[config.mk]
export PLATFORM = sky130hd
export DESIGN_NAME = burst_addr_seq
export DESIGN_NICKNAME = d
export VERILOG_FILES = /design/src/rtl/burst_addr_pkg.sv /design/src/rtl/burst_beat_ctr.sv /design/src/rtl/burst_addr_reg.sv /design/src/rtl/burst_addr_seq.sv
export SDC_FILE = /design/constraint.sdc
export NUM_CORES = 1
export LEC_CHECK = 0
export BUFFER_PORTS_ARGS = -buffer_cell sky130_fd_sc_hd__buf_2
export CORE_MARGIN = 2
export CORE_UTILIZATION = 40
export CTS_CLUSTER_DIAMETER = 200
export DETAILED_ROUTE_END_ITERATION = 6
export GPL_TIMING_DRIVEN = 0
export PLACE_DENSITY = 0.82
export SYNTH_ARGS = -nofsm -noshare
export SYNTH_HDL_FRONTEND = slang
export SYNTH_SLANG_ARGS = --single-unit
[constraint.sdc]
create_clock -name clk_i -period 0.84 [get_ports clk_i]
set_input_delay 0.168 -clock clk_i [delete_from_list [all_inputs] [get_ports clk_i]]
set_output_delay 0.168 -clock clk_i [all_outputs]
set_load 0.05 [all_outputs]
[src/rtl/burst_addr_pkg.sv]
package burst_addr_pkg;
   localparam int unsigned BEAT_W = 2;
   typedef logic [BEAT_W-1:0] beat_t;

   typedef enum logic {
      ORD_INTERLEAVE = 1'b0,
      ORD_LINEAR     = 1'b1
   } order_e;

   function automatic beat_t map_low(input beat_t start, input beat_t beat, input order_e ord);
      return (ord == ORD_LINEAR) ? beat_t'(start + beat) : (start ^ beat);
   endfunction
endpackage

[src/rtl/burst_beat_ctr.sv]
module burst_beat_ctr
   import burst_addr_pkg::*;
(
   input  logic  clk_i,
   input  logic  rst_ni,
   input  logic  load_i,
   input  logic  adv_n_i,
   output beat_t beat_o
);
   beat_t beat_q;

   always_ff @(posedge clk_i or negedge rst_ni) begin
      if (!rst_ni)       beat_q <= '0;
      else if (load_i)   beat_q <= '0;
      else if (!adv_n_i) beat_q <= beat_q + beat_t'(1);
   end

   assign beat_o = beat_q;


   beat_step_chk: assert property (@(posedge clk_i) disable iff (!rst_ni)
      (!load_i && !adv_n_i) |=> beat_o == beat_t'($past(beat_o) + 1));

   beat_hold_chk: assert property (@(posedge clk_i) disable iff (!rst_ni)
      (!load_i && adv_n_i) |=> $stable(beat_o));

   beat_restart_chk: assert property (@(posedge clk_i) disable iff (!rst_ni)
      load_i |=> beat_o == '0);
endmodule

[src/rtl/burst_addr_reg.sv]
module burst_addr_reg #(
   parameter int unsigned ADDR_W = 20
) (
   input  logic              clk_i,
   input  logic              rst_ni,
   input  logic              load_i,
   input  logic [ADDR_W-1:0] ext_addr_i,
   output logic [ADDR_W-1:0] base_o
);
   logic [ADDR_W-1:0] base_q;

   always_ff @(posedge clk_i or negedge rst_ni) begin
      if (!rst_ni)     base_q <= '0;
      else if (load_i) base_q <= ext_addr_i;
   end

   assign base_o = base_q;


   base_capture_chk: assert property (@(posedge clk_i) disable iff (!rst_ni)
      load_i |=> base_o == $past(ext_addr_i));

   base_keep_chk: assert property (@(posedge clk_i) disable iff (!rst_ni)
      !load_i |=> $stable(base_o));
endmodule

[src/rtl/burst_addr_seq.sv]
module burst_addr_seq
   import burst_addr_pkg::*;
#(
   parameter int unsigned ADDR_W = 20
) (
   input  logic              clk_i,
   input  logic              rst_ni,
   input  logic              load_i,
   input  logic              adv_n_i,
   input  logic              linear_i,
   input  logic [ADDR_W-1:0] ext_addr_i,
   output logic [ADDR_W-1:0] addr_o,
   output logic [1:0]        beat_o
);
   localparam int unsigned HI_W = ADDR_W - BEAT_W;

   initial begin
      addr_w_chk: assert (ADDR_W > BEAT_W) else $error("ADDR_W must exceed 2");
   end

   logic [ADDR_W-1:0] base;
   beat_t             beat;
   order_e            ord;

   assign ord = linear_i ? ORD_LINEAR : ORD_INTERLEAVE;

   burst_addr_reg #(.ADDR_W(ADDR_W)) u_base (
      .clk_i(clk_i), .rst_ni(rst_ni), .load_i(load_i),
      .ext_addr_i(ext_addr_i), .base_o(base)
   );

   burst_beat_ctr u_beat (
      .clk_i(clk_i), .rst_ni(rst_ni), .load_i(load_i),
      .adv_n_i(adv_n_i), .beat_o(beat)
   );

   generate
      if (HI_W > 0) begin : g_hi
         assign addr_o = {base[ADDR_W-1:BEAT_W], map_low(base[BEAT_W-1:0], beat, ord)};
      end
   endgenerate

   assign beat_o = beat;


   linear_map_chk: assert property (@(posedge clk_i) disable iff (!rst_ni)
      linear_i |-> addr_o[1:0] == 2'(base[1:0] + beat_o));

   inter_map_chk: assert property (@(posedge clk_i) disable iff (!rst_ni)
      !linear_i |-> addr_o[1:0] == (base[1:0] ^ beat_o));

   upper_hold_chk: assert property (@(posedge clk_i) disable iff (!rst_ni)
      !load_i |=> addr_o[ADDR_W-1:2] == $past(addr_o[ADDR_W-1:2]));
endmodule

==> summary.md, run 1 <==
The final number of hold-violating endpoints is 0, and the source-to-sink clock delay at the later pin of the worst-skew pair is 290 ps. Input and output buffers added on the ports amount to 46. The setup skew after layout is 0.0699 ps, and the sequential fraction of the synthesis area is 55.2%. For the area inside the core boundary, the log shows 2410 um^2. The most critical setup path has its startpoint at u_base.base_o[1]$_DFFE_PN0P_. Worst setup path category: reg2out. Each instance of the synthesized netlist takes up on average 14.0 um^2. For the pin with the worst max-slew slack, the measured transition is 469 ps. Setup repair after global routing could not meet its margin everywhere. The tool flagged a number of max-cap violations equal to 0. The run gives 147 as the total instance count after detailed placement. The multi-input combinational cells in the finished layout cover a total of 374 um^2. The slowest cell on the critical path is sky130_fd_sc_hd__dfrtp_2.

Entering global routing, the biggest net connects 23 pins. TritonCTS built the clock tree. Yosys attributes the largest share of cell area to sky130_fd_sc_hd__dfrtp_1 55%, sky130_fd_sc_hd__mux2_2 23%, sky130_fd_sc_hd__buf_4 14%. The tools report the area of all placed cells without fillers as 1580 um^2.

0 antenna diodes ended up in the layout. In this run the vertical extent of the chip is 53.9 um. The max-slew violation total from the final report is 0.

The run gives 1.59 mV as the worst vdd rail ir drop. The checks that failed: setup timing. Synthesis produced a netlist with a net count of 97.

The highest fanout seen on the critical path came out at 2. Counting the fill cells in the layout gives 201. Among all flip-flop cells after synthesis, the most frequent one is sky130_fd_sc_hd__dfrtp_1.

The clock net in this run drives a total of 22 sinks. sky130_fd_sc_hd__dfrtp_1 is the most common cell in the netlist. The largest area contributor in the netlist was sky130_fd_sc_hd__dfrtp_1. The routed length per instance is 13.1 um, and the total number of nets in the final design is 139. Number of buffer and inverter stages on the critical path: 1. Walking the worst path, the cells encountered are xor2_4 -> xnor2_4 -> buf_6.

The logs give 0.616 for the final weighted congestion in routability-driven placement and 1 for the maximum level of the CTS H-tree. The first global-routing pass estimated 2760 um of wire. On the critical path the largest part of the delay comes from flip-flops. The run gives 1310 um^2 as the instance area after placement. The final setup TNS was -6620 ps; the number of I/O pins was 47. The initial antenna violation count is 0, and the post-detailed-route count of antenna-violating nets is 0. After detailed routing, the total wire length is 1860 um.

Row generation in the floorplan step produced 18 rows. Setup violations remaining at the end of the flow were counted as 27. The stage delay of the slowest cell on the critical path came out at 460 ps.

The synthesis-to-layout area growth was 58.5%; the clock-pin transition on the worst setup and hold timing paths was 130 ps. The logs give 2 for the largest buffer count on any clock path and 685 MHz for the maximum clock frequency. The analysis attributes to cell leakage a power of 0.000740 uW. The number of flops mapped to enable cells by yosys came out at 0. The flow ran to the end, but the final reports show violations. The mapped netlist covers 997 um^2. The worst setup slack after placement was -515 ps. The via count of the first global-routing pass was 643; the synthesis-stage register bit count was 22. STA classifies the critical path endpoint as an output port. The fraction of synthesis flops using an asynchronous set or reset pin works out to 100%. In the final layout, flip-flops and latches occupy 554 um^2.

The minimum period implied by the final worst setup slack was 1460 ps. The initial utilization of the core area, before any placement, comes to 41.4%. The full die area was 2910 um^2.

The number of clock buffers added by TritonCTS is 3. The synthesis warning total was 0; the via density per instance was 4.55. The path class of the tightest hold or removal check is in2reg.

For the number of instances in the synthesized netlist, the log shows 71. The startpoint identified for the worst hold timing path is ext_addr_i[18]. Final critical-path setup slack: -621 ps. The tools report the nature of the critical path startpoint as a flop. STA puts the critical path data required time at 670 ps. The run gives 1 as the detailed router's first-iteration violation count.

The worst path uses 174% of the clock period. Die outline width: 53.9 um. In this run the power density over the cells is 2030 nW/um^2. The completed layout was analyzed and its total power is 3210 uW.

For the worst setup path, the data arrival time is 1290 ps. For the residual DRC count, the log shows 0. Root buffer cell: sky130_fd_sc_hd__clkbuf_4. The pre-antenna-repair detailed-routing pass consisted of 2 iterations. The startpoint identified for the worst register-to-register timing path is u_beat.beat_o[0]$_DFFE_PN0P_. The detailed router placed 646 vias in this run. Yosys mapped the design onto 11 distinct sky130hd cell types.

The top cell type by area accounts for 55.2% of the synthesized area. The finished layout holds 142 standard cells, fillers aside. Summed over all layers, the global routing overflow is 0.

For this run, the total global-route usage over all layers was measured as 13.4%. Sorting the synthesized cells by how often they occur yields 22 x sky130_fd_sc_hd__dfrtp_1, 20 x sky130_fd_sc_hd__mux2_2, 18 x sky130_fd_sc_hd__buf_4. In the final layout, the share of cells above drive strength 1 is 80.4%. Worst-case headroom to the max-slew limit: 68.7%. Once detailed placement completed, the half-perimeter wirelength came to 1390 um.
report_power, final:
group | switching [uW] | leakage [uW] | internal [uW] | total (uW)
clock | 309 | 0.0000279 | 482 | 791
combinational | 592 | 0.000455 | 557 | 1150
sequential | 107 | 0.000256 | 1160 | 1270
layer usage:
layer	part of all wire (%)	vias to the layer above	global-route usage [%]
met5	0	-	0
met4	0.54	0	5.13
met1	33	322	16.2
li1	-	300	-
met3	5.8	2	1.67
met2	60	22	24.2
kinds of logic (layout without fill, tap and decap cells):
logic type | after synthesis | in the layout | share of synthesized area [%]
xor+xnor | 3 | 3 | 2.64
simple gates | 5 | 5 | 2.51
flops | 22 | 22 | 55.2
buf+inv | 20 | 61 | 15.8
mux | 20 | 20 | 22.6
fa+ha+maj | 1 | 1 | 1.25
layout by cell type (no fill, tap or decap), drive strengths merged:
cell	count
buf	56
dfrtp	22
mux2	20
clkbuf	3
xnor2	2
nor2b	2
xor2	1
nand2	1
nor2	1
nor3	1
ha	1
bufinv	1
dlygate4sd3	1
timing repair:
| item | 4_1_cts | 5_1_grt |
|---|---|---|
| pin swaps | 5 | 0 |
| gates resized for setup | 73 | 7 |
| buffers inserted | 4 | 5 |
| setup endpoints to repair | 24 | 26 |
| hold buffers | 1 | 0 |
| endpoints found under the hold margin | 22 | 0 |
worst paths after layout:
path                                                 endpoint  slack [ps]  cells past startpoint
worst max-delay path                                addr_o[1]        -620                      3
worst min-delay path            u_base.base_o[18]$_DFFE_PN0P_          80                      2
worst max register to register   u_beat.beat_o[1]$_DFFE_PN0P_        -390                      6
worst min register to register  u_base.base_o[12]$_DFFE_PN0P_         570                      1
max in group asynchronous        u_beat.beat_o[1]$_DFFE_PN0P_         150                      2
min in group asynchronous       u_base.base_o[19]$_DFFE_PN0P_         330                      2
sequential cells by signal (all words and copies together) (netlist names):
name / flops
u_base.base_o: 20
u_beat.beat_o: 2
stage by stage:
stage               hold WS (ps)  util [%]
CTS                         76.0      63.9
detailed placement           154      54.3
global placement             147      54.3
floorplan                   -128         -
global route                79.5      65.6
finish                      84.2      65.6
layout make-up:
| class | instances | share of cell area [%] |
|---|---|---|
| buffer | 4 | 2.85 |
| clock inverter | 1 | 1.90 |
| multi-input combinational | 29 | 23.7 |
| tap | 30 | 2.38 |
| clock buffer | 3 | 1.43 |
| sequential | 22 | 35.1 |
| timing repair buffer | 53 | 32.7 |
Power figures use the tool's default switching activity.
==> run 2: changes to the inputs <==
Settings changed: CELL_PAD_IN_SITES_DETAIL_PLACEMENT set to 1, CELL_PAD_IN_SITES_GLOBAL_PLACEMENT set to 2, CORE_UTILIZATION 40 to 25.
==> run 2 against run 1 <==
Effect of this change:
- the run still ends with setup timing left
- sequential share of layout area shrank 1.7 points
- sequential power is essentially flat
- global-route usage shrank 1.9 points
- combinational power grew 4%
- wire length grew 30%
- final cell count grew 15%
- final area grew 5.1%
- non-clock buffer count grew 4
==> summary.md, run 2 (synthesized netlist as in run 1, its figures left out) <==
The flow ran to the end, but the final reports show violations. The final reports fail on setup timing. Across all register-to-register paths, the minimum setup slack is -120 ps. The final number of hold-violating endpoints is 0, and the number of cells on the worst hold path is 2. The maximum level of the CTS H-tree was 1.

Prior to clock tree synthesis, the placed netlist has a worst setup slack of -520 ps. The clock reaches the later pin of the worst-skew pair after 260 ps. The tree is rooted in a sky130_fd_sc_hd__clkbuf_8. The logs give 670 ps for the worst endpoint required time and 0 for the max-slew violation total from the final report. After layout, the worst path uses 168% of the clock period. TritonCTS built the clock tree.

First-pass GRT wire length: 3740 um. Once placement finished, the instance area stood at 1330 um^2. Summed over all layers, the global routing overflow is 0. The worst-case headroom to the max-slew limit was 79.4%.

Leaving out fill and tap cells, the most frequent cell in the layout is sky130_fd_sc_hd__buf_2. The min-delay analysis places its worst path in the category in2reg. The initial utilization of the core area, before any placement, comes to 26.6%. After clock tree synthesis, the clock-pin slew on the worst setup and hold paths is 80 ps.

The top cell types in the final layout, fill and taps aside, are 23 x sky130_fd_sc_hd__buf_2, 20 x sky130_fd_sc_hd__buf_8, 19 x sky130_fd_sc_hd__dfrtp_1. Once placement completed, the tool counted placed cells totaling 165. The max-cap violation count is 0, and the area of all placed cells without fillers is 1660 um^2. Post-detailed-route count of antenna-violating nets: 0. From synthesis to final layout, the design area changed by 66.5%.

The placement row count was 22. The tools report the end of the worst hold path as u_base.base_o[3]$_DFFE_PN0P_. Setup repair after global routing could not meet its margin everywhere. The startpoint identified for the worst register-to-register timing path is u_beat.beat_o[0]$_DFFE_PN0P_. From left edge to right edge, the die measures 67.2 um.

In the final routed layout, each cell accounts on average for 14.7 um. The number of flip-flops in the largest register was 20; the static leakage was 0.000771 uW. The logs give 31 for the number of failing setup endpoints in the final timing report and 6.43 ps for the setup skew after layout.

Wires add up to 2410 um. The via count of the first global-routing pass came out at 780. The total global-route track usage was 11.5%. The path depth of the worst reg2reg path is 4. The tools report the count of filler cells inserted in the layout as 400.

Entering global routing, the biggest net connects 23 pins. The end-of-flow core utilization was 44.4%. The first detailed-routing pass ran for 2 iterations.

STA puts the critical path data arrival time at 1240 ps. Summed over all nets, the half-perimeter wirelength after detailed placement is 1700 um. Of all nets on the critical path, the largest fanout is 2. After detailed routing, the number of vias per cell comes to 4.07. Cells with a size suffix above 1 make up 81.9% of the layout.

For the finished layout, the period the worst path requires is 1410 ps. The clock drives 22 sinks. The area inside the core boundary came out at 3740 um^2. The run gives -569 ps as the final critical-path setup slack. In this run the critical register-to-register path is captured at u_beat.beat_o[1]$_DFFE_PN0P_.

In this run the tool buffered the top-level ports with 46 buffer cells. For the number of buffers created by CTS, the log shows 3. The kind of capture point of the worst setup path is an output port. During I/O placement, the number of pins put on the boundary was 47. Derived from the worst setup path, the maximum achievable clock frequency is 710 MHz. The residual DRC count is 0.

The critical path is of the reg2out type. The final layout contains 143 nets. At the end of routability-driven placement, the weighted congestion stood at 0.556.

The detailed router's first-iteration violation count is 9, and the slew at the pin closest to its max-slew limit is 309 ps. The power density over the cells is 2080 nW/um^2. No sink is reached through more buffers than the 2 on the longest clock path.

STA classifies the critical path startpoint as a flop. 0 antenna diodes ended up in the layout. Startpoint of the most critical hold path: ext_addr_i[3].

The full die area was 4510 um^2. Worst vdd rail ir drop: 0.769 mV. Excluding fillers, the count of instances in the completed layout stands at 164.

For this block, the via count after detailed routing is 667. The die is 67.2 um tall. The initial antenna violation count is 0.
[run 2: routing by layer]
metal / routed length (um) / part of all wire (%) / global-route usage, % / up-vias
met5: 0 / 0 / 0 / -
met4: 43 / 1.8 / 5.36 / 0
met3: 98 / 4.1 / 2.33 / 4
met2: 1470 / 61 / 21.0 / 19
met1: 801 / 33 / 12.8 / 336
li1: - / - / - / 308
[run 2: critical path, stage by stage, from the launching register on]
cell and delay [ps]:
sky130_fd_sc_hd__dfrtp_2 450, sky130_fd_sc_hd__xor2_4 220, sky130_fd_sc_hd__xnor2_4 130, sky130_fd_sc_hd__buf_6 170
[run 2: layout make-up]
| cell class | count | area (um^2) | area share [%] |
|---|---|---|---|
| Buffer | 6 | 67.6 | 4.07 |
| Timing Repair Buffer | 55 | 531 | 32.0 |
| Multi-Input combinational cell | 29 | 377 | 22.7 |
| Tap cell | 48 | 60.1 | 3.62 |
| Sequential cell | 22 | 554 | 33.4 |
| Clock buffer | 3 | 41.3 | 2.49 |
| Clock inverter | 1 | 30.0 | 1.81 |
[run 2: power breakdown]
| part | internal, uW | leakage [uW] | switching [uW] |
|---|---|---|---|
| Sequential | 1170 | 0.000256 | 103 |
| Combinational | 588 | 0.000479 | 613 |
| Clock | 637 | 0.0000357 | 350 |
| Total | 2390 | 0.000771 | 1070 |
[run 2: through the flow]
stage | hold WS, ps | TNS (ps) | total power, uW
floorplan | -128 | -1010 | 1990
global placement | 159 | -2540 | 2170
detailed placement | 174 | -3110 | 2200
CTS | 122 | -5380 | 3460
global route | 114 | -6450 | 3620
finish | 128 | -5400 | 3460
[run 2: worst max-delay path by stage]
stage,slack [ps],depth (start not counted),end,start
global route,-640,3,addr_o[1],u_beat.beat_o[1]$_DFFE_PN0P_
finish,-570,3,addr_o[1],u_beat.beat_o[1]$_DFFE_PN0P_
global placement,-480,3,addr_o[1],u_beat.beat_o[1]$_DFFE_PN0P_
CTS,-600,3,addr_o[1],u_base.base_o[1]$_DFFE_PN0P_
detailed placement,-520,3,addr_o[1],u_beat.beat_o[1]$_DFFE_PN0P_
floorplan,-460,3,addr_o[1],u_beat.beat_o[0]$_DFFE_PN0P_
[run 2: timing repair]
action	CTS	global route
endpoints found under the hold margin	22	0
pin swaps	3	1
setup endpoints to repair	24	40
hold buffers	1	0
resized for setup	73	9
setup buffers	5	4
gates cloned	0	0
==> run 3: changes to the inputs <==
Settings changed: REMOVE_ABC_BUFFERS set to 1.
==> run 3 against run 2 <==
Effect of this change:
- the run still ends with setup timing left
- register-to-register slack got worse by 80 ps
- clock skew decreased by 6.4 ps
- flip-flop and latch count unchanged
- setup slack improved by 40 ps
- sequential power hardly changed
- via count shrank 7.8%
- worst hold slack better by 12 ps
- core utilization shrank 6.5 points
- final cell count shrank 6.1%
- maximum frequency is 2.9% higher
- combinational power shrank 18%
- largest power group unchanged
- highest routed layer is now met3
==> summary.md, run 3 (synthesized netlist as in run 1, its figures left out) <==
The via density per instance works out to 3.99. The clock arrives with 0.0427 ps of skew. The worst hold-check slack is 140 ps, and the maximum level of the CTS H-tree is 1. At the end of routability-driven placement, the weighted congestion stood at 0.605. The logs give -200 ps for the slack of the worst reg-to-reg path and 0 for the max-cap violation count. During placement, the flow inserted port buffers numbering 46.

The worst setup slack after placement is -422 ps. Across the whole layout, storage elements account for 551 um^2. For the area of all placed cells without fillers, the log shows 1420 um^2.

The endpoint identified for the worst register-to-register timing path is u_beat.beat_o[1]$_DFFE_PN0P_. For this design the ratio of total power to cell area is 2090 nW/um^2. The final layout contains routed wiring with a total length of 1840 um. At the worst endpoint, the required time is 670 ps.

Max-slew violation total from the final report: 0. The class of the tightest hold or removal check is in2reg. For the number of buffers created by CTS, the log shows 3. The analysis attributes to cell leakage a power of 0.000666 uW. The die is 67.2 um tall. The tools report the end of the worst hold path as u_base.base_o[8]$_DFFE_PN0P_.

The number of buffer and inverter stages on the critical path came out at 1. The first-pass GRT wire length was 2840 um; the residual DRC count was 0. Global routing consumed, over all layers together, 8.60% of the routing resources. The run gives 23 as the pin count of the biggest net entering global routing. The full die area is 4510 um^2.

The origin of the worst setup path is u_beat.beat_o[0]$_DFFE_PN0P_. The end-of-flow core utilization is 37.9%, and the path depth of the worst reg2reg path is 4. Based on the critical path, the design can be clocked at up to 730 MHz. The final critical-path setup slack was -529 ps.

For this block, the initial DRC count from the detailed router was 11. The run gives 657 as the via count of the first global-routing pass. Setup repair after global routing could not meet its margin everywhere. The register with the most flip-flops in the layout has 20 of them. The flow ran to the end, but the final reports show violations. From synthesis to final layout, the design area changed by 42.2%. The kind of capture point of the worst setup path was an output port.

The highest fanout seen on the critical path is 2, and the clock-pin transition on the worst setup and hold timing paths is 80 ps. The logs give 25 for the number of failing setup endpoints in the final timing report and 22 for the number of clock sinks. Number of I/O pins: 47. Startpoint of the most critical hold path: ext_addr_i[8]. The layout has 409 filler cells. The logs give 615 for the total via count in the routed design and 0 for the post-detailed-route count of antenna-violating nets.

The stage delay of the slowest cell on the critical path is 420 ps, and the number of antenna diodes is 0. The critical path goes through ha_4 -> nand2_4 -> xnor2_2 -> buf_6. The starting density of the core is 26.6%. Global routing finished with a remaining overflow of 0. Detailed placement ended at an HPWL of 1330 um. In the layout the commonest cells are 22 x sky130_fd_sc_hd__buf_2, 22 x sky130_fd_sc_hd__buf_6, 22 x sky130_fd_sc_hd__dfrtp_1. Dividing the detail-routed wire length by the instance count gives 11.9 um.

After layout, the minimum clock period comes to 1370 ps. The design draws 2960 uW. The largest buffer count on any clock path came out at 2. The slowest cell on the critical path was sky130_fd_sc_hd__dfrtp_1. The later pin in the worst-skew pair is clocked with a latency of 250 ps. The checks that failed: setup timing. The final number of hold-violating endpoints was 0. The worst-case headroom to the max-slew limit is 79.7%, and the die outline width is 67.2 um. STA classifies the critical path startpoint as a flop. In this run the critical register-to-register path is launched from u_beat.beat_o[0]$_DFFE_PN0P_. The total number of nets in the final design is 133, and the initial antenna violation count is 0. The multi-input combinational cells in the finished layout cover a total of 332 um^2. The proportion of layout cells with a drive suffix above 1 came out at 75.5%. Part of the cycle the worst path needs: 163%. Cell family with the largest share of critical-path delay: flip-flops. Row generation in the floorplan step produced 22 rows. Root buffer cell: sky130_fd_sc_hd__clkbuf_8.

The data arrival time of the critical path was 1200 ps. The worst hold path passes through 2 cells. The worst setup path category was reg2out. The first detailed-routing pass ran for 2 iterations.

TritonCTS built the clock tree. In this run the cell area measured after placement is 1130 um^2. Worst vdd rail ir drop: 0.675 mV. For the area inside the core boundary, the log shows 3740 um^2. For the pin with the worst max-slew slack, the measured transition is 305 ps.
-- run 3: cell count changes in the layout (fill, tap and decap cells not counted), sizes merged --
cell | before | now
buf | 59 | 49
bufinv | 1 | 0
clkbuf | 4 | 5
-- run 3: worst max path at each step --
stage / to / cells past startpoint
after floorplan: addr_o[1] / 3
after global placement: addr_o[1] / 4
after detailed placement: addr_o[1] / 4
after CTS: addr_o[1] / 4
after global routing: addr_o[1] / 3
final: addr_o[1] / 4
-- run 3: metrics by stage --
stage,setup TNS (ps),cells
3_5_place_dp,-6500,145
4_1_cts,-4540,152
2_1_floorplan,-4830,51
6_report,-4340,154
3_3_place_gp,-5420,145
5_1_grt,-5300,154
-- run 3: per-layer routing --
metal  track usage, %  share of wire (%)  vias up
met5                0                  0        -
met4             2.30                  0        0
met3             2.83                9.2        0
met2             16.6                 55       29
met1             8.79                 35      301
li1                 -                  -      285
-- run 3: worst reg2reg max path: cells and delay by family (launching register included) --
family,cells,cell delay [ps]
buf+inv,1,160
simple gates,2,210
xor+xnor,1,140
flops,1,420
-- run 3: repair_timing --
item | 4_1_cts | 5_1_grt
pin swaps | 3 | 0
hold buffers | 1 | 0
endpoints found under the setup margin | 32 | 46
cloned | 0 | 0
buffers inserted | 2 | 2
gates resized for setup | 53 | 3
hold endpoints to repair | 22 | 0
-- run 3: power breakdown --
part           internal, uW  switching [uW]  total (uW)  leakage [uW]
Clock                   417             323         739     0.0000288
Sequential             1160            77.7        1240      0.000260
Combinational           413             570         983      0.000377
Total                  1990             970        2960      0.000666
-- run 3: final cells by class --
type / instances / area share (%)
tap: 48 / 4.24
clock buffer: 4 / 3.88
multi-input combinational: 29 / 23.4
sequential: 22 / 38.8
timing repair buffer: 51 / 29.7
